## config.mk

```make
export PLATFORM = sky130hd
export DESIGN_NAME = spi_adc_responder
export DESIGN_NICKNAME = d
export VERILOG_FILES = /design/src/rtl/spi_adc_pkg.sv /design/src/rtl/spi_adc_ctrl.sv /design/src/rtl/spi_adc_datapath.sv /design/src/rtl/spi_adc_responder.sv
export SDC_FILE = /design/constraint.sdc
export NUM_CORES = 1
export LEC_CHECK = 0
export BUFFER_PORTS_ARGS = -buffer_cell sky130_fd_sc_hd__clkbuf_2
export CAP_MARGIN = 20
export CORE_MARGIN = 2
export CORE_UTILIZATION = 60
export DETAILED_ROUTE_END_ITERATION = 6
export HOLD_SLACK_MARGIN = 0.08
export PLACE_DENSITY = 0.78
export SLEW_MARGIN = 25
export SYNTH_ARGS = -nofsm -noshare
export SYNTH_HDL_FRONTEND = slang
export SYNTH_SLANG_ARGS = --single-unit
```

## constraint.sdc

```tcl
create_clock -name clk -period 6.5 [get_ports clk]
set_clock_uncertainty 0.2 [all_clocks]
set_input_delay 0.325 -clock clk [delete_from_list [all_inputs] [get_ports clk]]
set_output_delay 0.325 -clock clk [all_outputs]
set_load 0.005 [all_outputs]
```

## src/rtl/spi_adc_pkg.sv

```systemverilog
package spi_adc_pkg;
  localparam int BYTE_W = 8;

  // Control-byte bit positions (decoded by both control and datapath)
  localparam int POS_START = 7;
  localparam int POS_SEL2  = 6;
  localparam int POS_SEL1  = 5;
  localparam int POS_SEL0  = 4;
  localparam int POS_UNI   = 3;
  localparam int POS_SGL   = 2;
  localparam int POS_PWR   = 1;

  // Strobes from the serial control to the conversion datapath
  typedef struct packed {
    logic       latchCmd;     // power-up command byte completed
    logic       clearCmd;     // power-down command byte completed
    logic [2:0] chSel;        // {sel2, sel1, sel0}
    logic       unipolar;
    logic       singleEnded;
  } ctrlStrobe_t;
endpackage

```

## src/rtl/spi_adc_ctrl.sv

```systemverilog
module spi_adc_ctrl
  import spi_adc_pkg::*;
(
  input  logic                clk,
  input  logic                rstN,
  input  logic                csN,
  input  logic                sclk,
  input  logic                mosi,
  input  logic                cmdValid,
  input  logic [BYTE_W-1:0]   resFirst,
  input  logic [BYTE_W-1:0]   resSecond,
  output logic                miso,
  output logic                irq,
  output ctrlStrobe_t         strobe
);
  localparam int BIT_CW = $clog2(BYTE_W);

  logic              sclkQ, csNQ, loadQ;
  logic [BIT_CW-1:0] bitCnt;
  logic [BYTE_W-2:0] rxShift;
  logic [BYTE_W-1:0] txShift;
  logic [1:0]        respIdx;
  logic [BYTE_W-1:0] rxByte, respNext;
  logic              sclkRise, sclkFall, csFall, csRise, byteDone, isStart;

  assign sclkRise = !csN && sclk && !sclkQ;
  assign sclkFall = !csN && !sclk && sclkQ;
  assign csFall   = !csN && csNQ;
  assign csRise   = csN && !csNQ;
  assign byteDone = sclkRise && (bitCnt == BIT_CW'(BYTE_W - 1));
  assign rxByte   = {rxShift, mosi};
  assign isStart  = rxByte[POS_START];

  always_comb begin
    strobe.latchCmd    = byteDone && isStart && rxByte[POS_PWR];
    strobe.clearCmd    = byteDone && isStart && !rxByte[POS_PWR];
    strobe.chSel       = {rxByte[POS_SEL2], rxByte[POS_SEL1], rxByte[POS_SEL0]};
    strobe.unipolar    = rxByte[POS_UNI];
    strobe.singleEnded = rxByte[POS_SGL];
  end

  always_comb begin
    respNext = '0;
    if (cmdValid) begin
      case (respIdx)
        2'd1:    respNext = resFirst;
        2'd2:    respNext = resSecond;
        default: respNext = '0;
      endcase
    end
  end

  always_ff @(posedge clk) begin
    if (!rstN) begin
      sclkQ   <= 1'b0;
      csNQ    <= 1'b1;
      loadQ   <= 1'b0;
      bitCnt  <= '0;
      rxShift <= '0;
      txShift <= '0;
      respIdx <= '0;
      irq     <= 1'b0;
    end else begin
      sclkQ <= sclk;
      csNQ  <= csN;
      loadQ <= byteDone;

      if (csN) bitCnt <= '0;
      else if (sclkRise) begin
        bitCnt  <= bitCnt + 1'b1;
        rxShift <= rxByte[BYTE_W-2:0];
      end

      if (byteDone) begin
        if (isStart) respIdx <= 2'd1;
        else if (respIdx != 2'd3) respIdx <= respIdx + 2'd1;
      end

      if (csFall || loadQ) txShift <= respNext;
      else if (sclkFall && bitCnt != '0) txShift <= {txShift[BYTE_W-2:0], 1'b0};

      if (strobe.latchCmd) irq <= 1'b1;
      else if (csRise || (byteDone && !isStart)) irq <= 1'b0;
    end
  end

  assign miso = txShift[BYTE_W-1];


  irq_drop_chk: assert property (@(posedge clk) disable iff (!rstN)
    (byteDone && !isStart) |=> !irq);


  irq_rise_chk: assert property (@(posedge clk) disable iff (!rstN)
    $rose(irq) |-> cmdValid);


  quiet_miso_chk: assert property (@(posedge clk) disable iff (!rstN)
    (loadQ && !cmdValid) |=> !miso);
endmodule

```

## src/rtl/spi_adc_datapath.sv

```systemverilog
module spi_adc_datapath
  import spi_adc_pkg::*;
#(
  parameter int NUM_CH = 8
) (
  input  logic                      clk,
  input  logic                      rstN,
  input  ctrlStrobe_t               strobe,
  input  logic                      wrEn,
  input  logic [$clog2(NUM_CH)-1:0] wrCh,
  input  logic [BYTE_W-1:0]         wrData,
  output logic                      cmdValid,
  output logic [BYTE_W-1:0]         resFirst,
  output logic [BYTE_W-1:0]         resSecond
);
  localparam int CH_W = $clog2(NUM_CH);
  localparam logic [BYTE_W-1:0] TOP_DEFAULT = 8'hF0;
  localparam logic [BYTE_W-1:0] STEP        = 8'h10;
  localparam logic [BYTE_W-1:0] COM_REF     = 8'h00;
  localparam logic [BYTE_W-1:0] SIGN_FLIP   = 8'h80;

  logic [BYTE_W-1:0] inReg [NUM_CH];
  logic [CH_W-1:0]   selCh, pairCh;
  logic [BYTE_W-1:0] subtrahend, meas, coded;

  for (genvar c = 0; c < NUM_CH; c++) begin : g_in
    always_ff @(posedge clk) begin
      if (!rstN) inReg[c] <= TOP_DEFAULT - BYTE_W'(c) * STEP;
      else if (wrEn && wrCh == CH_W'(c)) inReg[c] <= wrData;
    end
  end

  if (NUM_CH == 8) begin : g_map8
    assign selCh = {strobe.chSel[1], strobe.chSel[0], strobe.chSel[2]};
  end else begin : g_map4
    assign selCh = {strobe.chSel[1], strobe.chSel[2]};
  end

  assign pairCh     = selCh ^ CH_W'(1);
  assign subtrahend = strobe.singleEnded ? COM_REF : inReg[pairCh];
  assign meas       = inReg[selCh] - subtrahend;
  assign coded      = strobe.unipolar ? meas : (meas ^ SIGN_FLIP);

  always_ff @(posedge clk) begin
    if (!rstN) begin
      cmdValid  <= 1'b0;
      resFirst  <= '0;
      resSecond <= '0;
    end else if (strobe.latchCmd) begin
      cmdValid  <= 1'b1;
      resFirst  <= {2'b00, coded[BYTE_W-1:2]};
      resSecond <= {coded[1:0], 6'b000000};
    end else if (strobe.clearCmd) begin
      cmdValid  <= 1'b0;
    end
  end


  result_fmt_chk: assert property (@(posedge clk) disable iff (!rstN)
    (resFirst[7:6] == 2'b00) && (resSecond[5:0] == 6'b0));


  hold_chk: assert property (@(posedge clk) disable iff (!rstN)
    !(strobe.latchCmd || strobe.clearCmd) |=>
      ($stable(cmdValid) && $stable(resFirst) && $stable(resSecond)));


  pwrdn_chk: assert property (@(posedge clk) disable iff (!rstN)
    strobe.clearCmd |=> !cmdValid);
endmodule

```

## src/rtl/spi_adc_responder.sv

```systemverilog
module spi_adc_responder
  import spi_adc_pkg::*;
#(
  parameter int NUM_CH = 8
) (
  input  logic                      clk,
  input  logic                      rstN,
  input  logic                      csN,
  input  logic                      sclk,
  input  logic                      mosi,
  output logic                      miso,
  input  logic                      wrEn,
  input  logic [$clog2(NUM_CH)-1:0] wrCh,
  input  logic [BYTE_W-1:0]         wrData,
  output logic                      irq
);
  ctrlStrobe_t       strobe;
  logic              cmdValid;
  logic [BYTE_W-1:0] resFirst, resSecond;

  spi_adc_ctrl u_ctrl (
    .clk       (clk),
    .rstN      (rstN),
    .csN       (csN),
    .sclk      (sclk),
    .mosi      (mosi),
    .cmdValid  (cmdValid),
    .resFirst  (resFirst),
    .resSecond (resSecond),
    .miso      (miso),
    .irq       (irq),
    .strobe    (strobe)
  );

  spi_adc_datapath #(.NUM_CH(NUM_CH)) u_dp (
    .clk       (clk),
    .rstN      (rstN),
    .strobe    (strobe),
    .wrEn      (wrEn),
    .wrCh      (wrCh),
    .wrData    (wrData),
    .cmdValid  (cmdValid),
    .resFirst  (resFirst),
    .resSecond (resSecond)
  );
endmodule

```

==> impl_metrics.tcl <==
set metrics [dict create \
    status "finished, final reports clean" \
    final_cell_mix "edfxtp_1, and2_1, dfxtp_1, mux4_2, nor2_1" \
    met3_usage_pct 5.925 \
    worstPathRequired_ps 6610 \
    fp.dieW_um 96.82 \
    dpl.hpwl_mm 7.496 \
    crit_type "reg2reg" \
    syn_nets 446 \
    period_needed_ps 3651 \
    rows 33 \
    synth.distinct_cells 44 \
    ioPinCount 19 \
    synth_compound_area_share_pct 6.512 \
    grtUsageMet2_pct 36.49 \
    grt.overflow.total 0 \
    drtPass1Iterations 5 \
    critPathLaunchType "register" \
    crit_fanout 18 \
    syn_area_um2 5169 \
    drcViolationCount 0 \
    core-area_um2 8299 \
    r2r_end "u_dp.resFirst[4]" \
    num_vias 3339 \
    clock_sinks 100 \
    gp_congestion 0.8962 \
    cts-htree-levels 3 \
    min_to "u_ctrl.csNQ" \
    tightest_slew_ps 853.2 \
    routedWlPerCell_um 18.70 \
    clkTransAtPathRegs_ps 100 \
    rsz0062_at_grt "no" \
    synth_top_family_by_area "multiplexers" \
    syn_to_final_growth_pct 7.577 \
    cts_buffer_depth 2 \
    final_common_cell "edfxtp_1" \
    cts_tree "built" \
    cts-buffers-inserted 9 \
    leakage_nw 1.924 \
    grt_max_degree 23 \
    critPathCaptureType "register" \
    period_share_pct 56.17 \
    drt_iter0_drc 277 \
    maxSlewHeadroom_pct 43.04 \
    finalSetupViolCount 0 \
    reg2regPathDepth 11 \
    grt_use_total_pct 22.65 \
    crit_start "u_ctrl.rxShift[5]" \
    synth-seq-cells 100 \
    grt_pass1_vias 3244 \
    max_clock_freq_mhz 273.9 \
    fin_nets 462 \
    hold_depth 3 \
    power_density_nw_per_um2 225.7 \
    synth_fa_ha_area_share_pct 3.534 \
    netlist_instances 415 \
    slew_violations 0 \
    peakVddDrop_v 0.0001917 \
    timing.rr.start "u_ctrl.rxShift[5]" \
    ys_seq_area_share_pct 51.13 \
    cts-root-buf "clkbuf_8" \
    cts-resized-gates 0 \
    ant_nets 0 \
    initial_core_util_pct 62.28 \
    cts_setup_buffers 0 \
    crit_arrival_ps 3760 \
    synth.avg_cell_area_um2 12.45 \
    antenna_found_initial 0 \
    grt_pass1_wl_mm 16.73 \
    wirelength_mm 10.12 \
    maxCapViolCount 0 \
    yosys.area_share.simple_pct 16.36 \
    grt.busiest_layer "met2" \
    grt_util_met1_pct 30.71 \
    reg2reg_slack_ps 2850 \
    placed_area_um2 5333 \
    die_h_um 96.82 \
    synth_mux_area_share_pct 19.15 \
    hold_viol_final 0 \
    io_buffers 18 \
    routed_via_density 6.172 \
    clkLatencyLatePin_ps 360 \
    worstHoldStart "csN" \
    drive_above_1_share_pct 19.72 \
    synth_warnings 0 \
    num_antenna_cells 0 \
    die_area_um2 9373 \
    stdcell_area_um2 5560 \
    synthXorXnorAreaFrac_pct 0.5084 \
    finalSetupTns_ps 0 \
    hp-class "in2reg" \
]
[state kept, by name, indices dropped and copies added, names as in the netlist, named ones only]
name	count
u_dp.inReg	64
u_ctrl.txShift	8
u_ctrl.rxShift	7
u_dp.resFirst	6
u_ctrl.bitCnt	3
u_ctrl.respIdx	2
u_dp.resSecond	2
u_ctrl.csNQ	1
u_ctrl.irq	1
u_ctrl.loadQ	1
u_ctrl.sclkQ	1
u_dp.cmdValid	1
[Yosys cell counts, drive strengths merged]
cell	n	area share, %
o21ai	24	2.3
nand2b	15	1.8
nor2	28	2.0
a31oi	2	0.24
mux4	32	14
edfxtp	64	37
mux2i	19	3.7
or3	15	1.8
a32oi	1	0.17
and2	47	5.7
xnor2	2	0.34
buf	15	1.6
and4b	2	0.39
nor3b	2	0.39
ha	13	3.1
clkbuf	5	0.36
a21o	2	0.29
or2	6	0.73
nand3	6	0.68
xor2	1	0.17
nor2b	3	0.36
o211ai	1	0.15
nand2	18	1.3
a311o	1	0.19
a21oi	17	1.6
nor4	3	0.48
a2111oi	1	0.17
inv	12	0.87
o31ai	3	0.44
nor3	4	0.39
and3	2	0.24
a211oi	5	0.73
mux2	6	1.3
fa	1	0.39
dfxtp	36	14
o41ai	1	0.17
[worst max-delay path, cell delays in order, from the launching register on]
cell and delay (ps):
dfxtp_1 890, mux4_2 420, mux2i_1 150, nor2_1 60, ha_1 220, fa_1 400
nor2b_1 170, o21ai_0 120, a21oi_1 200, o21ai_0 130, a2111oi_0 430, a311o_1 180
[metrics by stage]
step	std cells	utilization, %	hold WS [ps]	total power [mW]	setup slack (ps)
6_report	541	67.00	93.69	1.255	2849
5_1_grt	541	67.00	100.0	1.301	2551
4_1_cts	541	66.97	89.23	1.256	2498
3_5_place_dp	523	64.25	253.6	0.8499	2544
3_3_place_gp	523	64.19	244.5	0.8431	2795
2_1_floorplan	415	-	227.0	0.8071	3155
[how the worst max path moves through the flow]
stage | to | slack, ps | cells after the start
finish | u_dp.resFirst[4] | 2850 | 11
global route | u_dp.resFirst[4] | 2550 | 11
CTS | u_dp.resFirst[4] | 2500 | 11
global placement | u_dp.resFirst[4] | 2800 | 11
detailed placement | u_dp.resFirst[4] | 2540 | 11
floorplan | u_dp.resFirst[4] | 3160 | 13
[repair_timing]
action	CTS	global route
hold buffers	2	0
hold endpoints to repair	2	0
setup endpoints to repair	0	0
[layout make-up]
type / count / area [um2]
Sequential cell: 100 / 2645
Timing Repair Buffer: 25 / 147.6
Multi-Input combinational cell: 283 / 2386
Clock buffer: 9 / 123.9
Inverter: 12 / 45.04
Fill cell: 627 / 2739
Clock inverter: 7 / 81.33
Tap cell: 105 / 131.4
[logic make-up after synthesis]
kind of cell | after synthesis
AOI/OAI and AO/OA | 58
adders and majority gates | 14
xor gates and xnor gates | 3
DFF | 100
muxes | 57
and+or+nand+nor | 151
buffers and inverters | 32
[routing by layer]
layer / part of all wire [%] / up-vias
met2: 49 / 106
met3: 6.2 / 15
met1: 43 / 1633
met4: 1.9 / 0
met5: 0 / -
li1: - / 1585
[power by group]
| group | total [mW] | internal, mW | switching, mW | leakage (nW) |
|---|---|---|---|---|
| registers | 0.727 | 0.707 | 0.0206 | 0.918 |
| clock network | 0.417 | 0.184 | 0.233 | 0.101 |
| logic | 0.111 | 0.0514 | 0.0591 | 0.906 |
| total | 1.26 | 0.943 | 0.313 | 1.92 |
Power figures use the tool's default switching activity.
